**src/rtl/victim_query_sel.sv**
```systemverilog
module victim_query_sel #(
  parameter int WAYS      = 4,
  parameter int TAG_W     = 16,
  parameter int MAX_TRIES = 2,
  parameter int TMO       = 8
) (
  input  logic                           clk,
  input  logic                           rst_n,
  input  logic                           miss_valid,
  input  logic [TAG_W-1:0]               miss_tag,
  output logic                           miss_ready,
  output logic                           qry_valid,
  output logic [TAG_W-1:0]               qry_tag,
  input  logic                           rsp_valid,
  input  logic                           rsp_accept,
  output logic                           evict_valid,
  output logic [TAG_W-1:0]               evict_tag,
  output logic [$clog2(MAX_TRIES+1)-1:0] evict_tries,
  output logic                           fill_done,
  output logic [$clog2(WAYS)-1:0]        fill_way
);
  localparam int IW    = $clog2(WAYS);
  localparam int TRY_W = $clog2(MAX_TRIES+1);
  localparam int TMR_W = $clog2(TMO+1);

  typedef enum logic [2:0] {S_IDLE, S_QUERY, S_WAIT, S_EVICT, S_FILL} st_t;
  st_t state;

  logic [TAG_W-1:0] tags [WAYS];
  logic [IW-1:0]    age  [WAYS];
  logic [WAYS-1:0]  vld;
  logic [TAG_W-1:0] new_tag;
  logic [IW-1:0]    cand, lru_way, free_way, prom_way;
  logic [TRY_W-1:0] tries;
  logic [TMR_W-1:0] tmr;
  logic             free_any, reply, refuse, at_limit, promote;

  always_comb begin
    lru_way = '0;
    for (int w = 0; w < WAYS; w++)
      if (age[w] == IW'(WAYS-1)) lru_way = IW'(w);
  end

  always_comb begin
    free_way = '0;
    for (int w = WAYS-1; w >= 0; w--)
      if (!vld[w]) free_way = IW'(w);
  end

  assign free_any  = ~&vld;
  assign reply     = state == S_WAIT && (rsp_valid || tmr == TMR_W'(TMO-1));
  assign refuse    = reply && !(rsp_valid && rsp_accept);
  assign at_limit  = tries == TRY_W'(MAX_TRIES);
  assign promote   = (refuse && !at_limit) || state == S_FILL;
  assign prom_way  = (state == S_FILL) ? fill_way : cand;

  assign miss_ready  = state == S_IDLE;
  assign qry_valid   = state == S_QUERY;
  assign qry_tag     = tags[lru_way];
  assign evict_valid = state == S_EVICT;
  assign evict_tag   = tags[cand];
  assign evict_tries = tries;

  always_ff @(posedge clk) begin
    if (!rst_n) begin
      state     <= S_IDLE;
      vld       <= '0;
      cand      <= '0;
      tries     <= '0;
      tmr       <= '0;
      new_tag   <= '0;
      fill_way  <= '0;
      fill_done <= 1'b0;
      for (int w = 0; w < WAYS; w++) begin
        age[w]  <= IW'(w);
        tags[w] <= '0;
      end
    end else begin
      fill_done <= 1'b0;
      case (state)
        S_IDLE: if (miss_valid) begin
          new_tag <= miss_tag;
          tries   <= '0;
          if (free_any) begin
            fill_way  <= free_way;
            fill_done <= 1'b1;
            state     <= S_FILL;
          end else begin
            state <= S_QUERY;
          end
        end
        S_QUERY: begin
          cand  <= lru_way;
          tries <= tries + 1'b1;
          tmr   <= '0;
          state <= S_WAIT;
        end
        S_WAIT: begin
          tmr <= tmr + 1'b1;
          if (reply) state <= (refuse && !at_limit) ? S_QUERY : S_EVICT;
        end
        S_EVICT: begin
          fill_way  <= cand;
          fill_done <= 1'b1;
          state     <= S_FILL;
        end
        default: begin
          tags[fill_way] <= new_tag;
          vld[fill_way]  <= 1'b1;
          state          <= S_IDLE;
        end
      endcase
      if (promote)
        for (int w = 0; w < WAYS; w++)
          if (IW'(w) == prom_way)          age[w] <= '0;
          else if (age[w] < age[prom_way]) age[w] <= age[w] + 1'b1;
    end
  end
endmodule

```
**config.mk**
```make
export PLATFORM = sky130hd
export DESIGN_NAME = victim_query_sel
export DESIGN_NICKNAME = d
export VERILOG_FILES = /design/src/rtl/victim_query_sel.sv
export SDC_FILE = /design/constraint.sdc
export NUM_CORES = 1
export LEC_CHECK = 0
export ABC_AREA = 1
export BUFFER_PORTS_ARGS = -buffer_cell sky130_fd_sc_hd__buf_2
export CAP_MARGIN = 20
export CORE_AREA = 2 2 106 108
export DETAILED_ROUTE_END_ITERATION = 10
export DIE_AREA = 0 0 108 110
export PLACE_DENSITY = 0.69
export RECOVER_POWER = 25
export SETUP_SLACK_MARGIN = 0.02
export SLEW_MARGIN = 25
export SYNTH_ARGS = -nofsm -noshare
export SYNTH_HDL_FRONTEND = slang
export SYNTH_SLANG_ARGS = --single-unit
export TNS_END_PERCENT = 5
```
**constraint.sdc**
```tcl
create_clock -name clk -period 3.7 [get_ports clk]
set_input_delay 0.74 -clock clk [delete_from_list [all_inputs] [get_ports clk]]
set_output_delay 0.74 -clock clk [all_outputs]
set_load 0.03 [all_outputs]
```
## After elaboration in Yosys (flattened, before gate mapping)

Memories as Yosys holds them, arrays and structs flattened. A register that Yosys moved wholly into a read port is not among the register bits.
Cells that the tools add are included.

- Memory bits (writable): 72
- Register bits after elaboration: 34
- Memories: 2
- Bits of input ports: 21
- Word-level logic and storage cells: 144

- Order comparisons: 6
- $add $sub $neg: 6
- Bitwise logic cells: 9
- Reductions and logical operators: 21
- Mux-type cells: 77
- Eq/ne operators: 15

Memory list:

| memory | depth | bits a word | rd ports | clocked after memory_dff | write ports | RTL line | source |
|---|---|---|---|---|---|---|---|
| tags | 4 | 16 | 2 | 1 | 4 | 29 | `logic [TAG_W-1:0] tags [WAYS];` |
| age | 4 | 2 | 5 | 0 | 4 | 30 | `logic [IW-1:0] age [WAYS];` |

Operators with widths:

| operator | count |
|---|---|
| $mux 1 | 45 |
| $mux 2 | 22 |
| $mux 16 | 1 |
| $reduce_or 16->1 | 1 |
| $pmux 3 s4 | 1 |
| $add 2x1->2 const B | 5 |
| $mux 3 | 3 |
| $eq 2x2->1 const B | 4 |
| $lt 2x2->1 | 4 |
| $or 1x1->1 | 8 |
| $pmux 2 s2 | 2 |
| $pmux 4 s2 | 1 |
| $eq 3x2->1 const B | 2 |
| $ne 2x2->1 const B | 3 |
| $reduce_and 2->1 | 3 |
| $reduce_bool 2->1 | 3 |
| $logic_and 1x1->1 | 5 |
| $add 4x1->4 const B | 1 |
| $eq 2x2->1 const A | 2 |
| $eq 4x3->1 const B | 1 |
| $or 4x4->4 | 1 |
| $reduce_and 4->1 | 1 |
| $reduce_or 4->1 | 1 |
| $eq 3x1->1 const B | 1 |
| other kinds (11) | 13 |

## Longest topological paths before layout

- Depth in word-level cells: 11
- Gate-level depth with buffers: 12

## Worst setup path after synthesis

Ideal clock, no wire load.

- Kind: register to output
- Start point: memory age[1][1] in the netlist's numbering
- End point: output port qry_tag[12]
- Path buffers: 1
- Data required time: 2.960 ns
- Arrival time: 1.781 ns
- Path slack: 1.179 ns
- Stages on the path, launching flop included: 6
- Cell sequence: edfxtp_1 > ha_1 > a21oi_1 > clkbuf_1 > o21ai_0 > o22ai_1

RTL lines:

| item | RTL line | source |
|---|---|---|
| start: declaration | 30 |  |
| end: declaration | 13 | `output logic [TAG_W-1:0] qry_tag,` |

==> reports/summary.txt <==
Status = complete, but fails checks
Violated checks = capacitance limit, slew limit
Height of the die = 110 microns
Final sum of negative setup slack = 0 ps
CP required = 2960 ps
Final number of max-transition violations = 33
Count of nets left with antenna violations after detail routing = 0
Synthesized area per cell = 8.75 sq um
Internal power = 1.78 mW
Post-route core utilization = 0.557
Via/cell ratio = 5.62
Worst stage delay on the critical path = 450 ps
Antenna cells = 0
Worst path cell trace = ha_1 -> inv_1 -> a21oi_2 -> buf_4 -> inv_1 -> buf_4 -> o21ai_0 -> o22ai_1 -> buf_2
CTS H-Tree Depth = 3
Overall Global Routing Usage = 0.231
Sequential fraction of the synthesis area = 0.544
Initial core utilization = 0.496
Core footprint = 0.0107 sq mm
Data arrival time of the critical path = 2360 ps
Final HPWL DP = 8740 microns
CTS root buffer = clkbuf_8
Final setup viols = 0
Number of placement rows = 38
Horizontal die dimension = 108 microns
DRC viols = 0
Power per cell area = 405 mW/mm^2
Net switching fraction of the power = 0.261
CTS tree = done
Unrepaired setup endpoints after global routing = no
Number of instances resized during post-cts repair = 0
Post-synth net total = 632
Maximum resistive drop on vdd = 273 uV
Area growth from synthesis to layout = 12.4%
Net switching power figure = 0.631 mW
I/O Buffers = 60
Post-route cell area = 0.00596 sq mm
Worst rel slew slack = -0.0462
Post-CTS Setup Bufs = 0
Die outline area = 0.0119 sq mm
Post-synthesis share of cell area spent on and, or, nand and nor gates = 0.220
Worst-path fanout max = 32
Number of buffers and inverters on the critical path = 5
Worst-path clk slew = 100 ps
Drt first-iter violations = 386
Type of the tightest min-delay check = reg2reg
Count of unique library cells instantiated by Yosys = 30
Warning count from the yosys run = 0
Initial antenna violation count = 0
Post-placement worst setup slack = 1060 ps
Total iterations of the first detailed-routing run = 5
Final hold violation count = 0
Overflow left after global routing = 0
Top delay family on crit path = buffers and inverters
Clock tree buffer depth = 2
Worst Slack Setup Final = 603 ps
Post-Route Skew = 8.75 ps
Critical Path Sink Type = primary output
Total of fill cells in the finished design = 969
Combinational share of power = 0.099
Mapped cell area = 0.00530 sq mm
Clock insertion delay at the later pin of the skew report = 380 ps
Leakage = 2.40 nW
Final standard cell count with taps included and fillers excluded = 803
Vias = 4509
Final Routed Wirelength = 13400 microns
Max capacitance violation total = 1
Highest Clock Rate = 323 MHz
Total clock sinks = 108
Most frequent cells in the layout = nor2_1, o21ai_0, edfxtp_1
Synthesized flop and latch total = 108
Cell Count Post-Placement = 787
First-pass GRT wire length = 21200 microns
Synth Area in Compound Gates = 0.164
Fraction of synthesized cell area in xor and xnor cells = 0.00165
Cell with the biggest individual delay on the critical path = edfxtp_1
Post-synthesis adder-cell area fraction = 0.0118
Largest net degree at the start of global routing = 33
Hold buffers post-CTS = 0
Post-synthesis mux area share = 0
Share of total power in the clock network = 0.333
Fraction of registers with async set or reset after synthesis = 0
Sequential share of power = 0.567
Number of flops mapped to enable cells by yosys = 72
Most frequent standard cell in the layout excluding fill and tap cells = nor2_1
Synthesized netlist cell count = 606
Wire per inst = 16.7 microns
Number of global-route vias before repair = 4172
Dpl cell area = 0.00575 sq mm
Sort of element at the start of the critical path = flop
Post-layout net count = 684
Final GP Congestion = 0.860
Number of top-level pins = 61
Number of CTS-inserted buffers = 9
Main combinational cell family by area after synthesis = simple AND/OR/NAND/NOR gates
Synth Flop Type = edfxtp_1
Fraction of layout cells with a size suffix above 1 = 0.183
Kind of critical path = reg2out
Ratio of final minimum period to clock period = 0.837
Pin slew with the least headroom to its limit = 1570 ps
Time the final worst path needs with I/O delays and setup = 3100 ps
[final cells by class]
type | instances | area, sq um | share of cell area
timing repair buffer | 71 | 367 | 0.0615
sequential | 108 | 2880 | 0.484
multi-input combinational | 416 | 2110 | 0.354
tap | 140 | 175 | 0.0294
inverter | 52 | 195 | 0.0328
clock inverter | 5 | 65.1 | 0.0109
clock buffer | 11 | 163 | 0.0273
[state kept, by name, indices dropped and copies added (netlist names), named ones only]
name and flops:
age 8, tmr 4, vld 4, tags 64, evict_tries 2, state 3
new_tag 16, fill_done 1, fill_way 2, cand 2
[per-layer routing]
layer  vias up  wire length (microns)  part of all wire  global-route usage
li1       2199                      -                 -                   -
met4         0                    155             0.012              0.0668
met1      2098                   5980              0.45               0.325
met2       197                   6200              0.46               0.373
met5         -                      0                 0                   0
met3        15                   1040             0.078              0.0370
[path summary, 6_finish.rpt]
kind	depth (start not counted)	slack, ps	startpoint	end
max	9	600	age[2][0]	qry_tag[5]
min	2	480	vld[3]	vld[3]
max reg2reg	3	1460	state[2]	tags[2][9]
min reg2reg	2	480	vld[3]	vld[3]
[power by group through the flow]
stage               clock network (mW)  logic, mW  registers, mW
floorplan                            0      0.164           1.39
global placement                     0      0.237           1.39
detailed placement                   0      0.241           1.40
CTS                              0.806      0.242           1.37
global route                     0.850      0.263           1.38
finish                           0.805      0.240           1.37
[tightest hold or removal path, delay by kind of cell, from the launching register on]
| family | cells | cell delay (ps) |
|---|---|---|
| compound gates | 1 | 60 |
| flops | 1 | 320 |
| buf+inv | 1 | 60 |
[stage by stage]
step / power, mW / hold slack, ps
finish: 2.42 / 479
global route: 2.49 / 508
CTS: 2.42 / 480
detailed placement: 1.64 / 465
global placement: 1.63 / 459
floorplan: 1.55 / 443
[cells in the mapped netlist, types with 2 or more instances]
| master | instances | area share |
|---|---|---|
| edfxtp_1 | 72 | 0.41 |
| nand3_1 | 33 | 0.031 |
| nand2_1 | 40 | 0.028 |
| nand2_4 | 7 | 0.015 |
| inv_1 | 47 | 0.033 |
| nor3_4 | 2 | 0.0061 |
| nor2_1 | 126 | 0.089 |
| a21oi_1 | 32 | 0.030 |
| dfxtp_1 | 36 | 0.14 |
| o22ai_1 | 33 | 0.039 |
| nand3_2 | 6 | 0.011 |
| nor3_1 | 18 | 0.017 |
| nand2_2 | 13 | 0.015 |
| ha_1 | 5 | 0.012 |
| o21ai_0 | 88 | 0.083 |
| clkbuf_1 | 28 | 0.020 |
| a211oi_1 | 2 | 0.0028 |
| inv_2 | 5 | 0.0035 |
| nor2_2 | 2 | 0.0024 |
[cells by family after synthesis]
logic type / Yosys count
AOI/OAI and AO/OA: 160
and+or+nand+nor: 250
xor gates and xnor gates: 1
adders and majority gates: 5
DFF: 108
buffers and inverters: 82
Power figures use the tool's default switching activity.
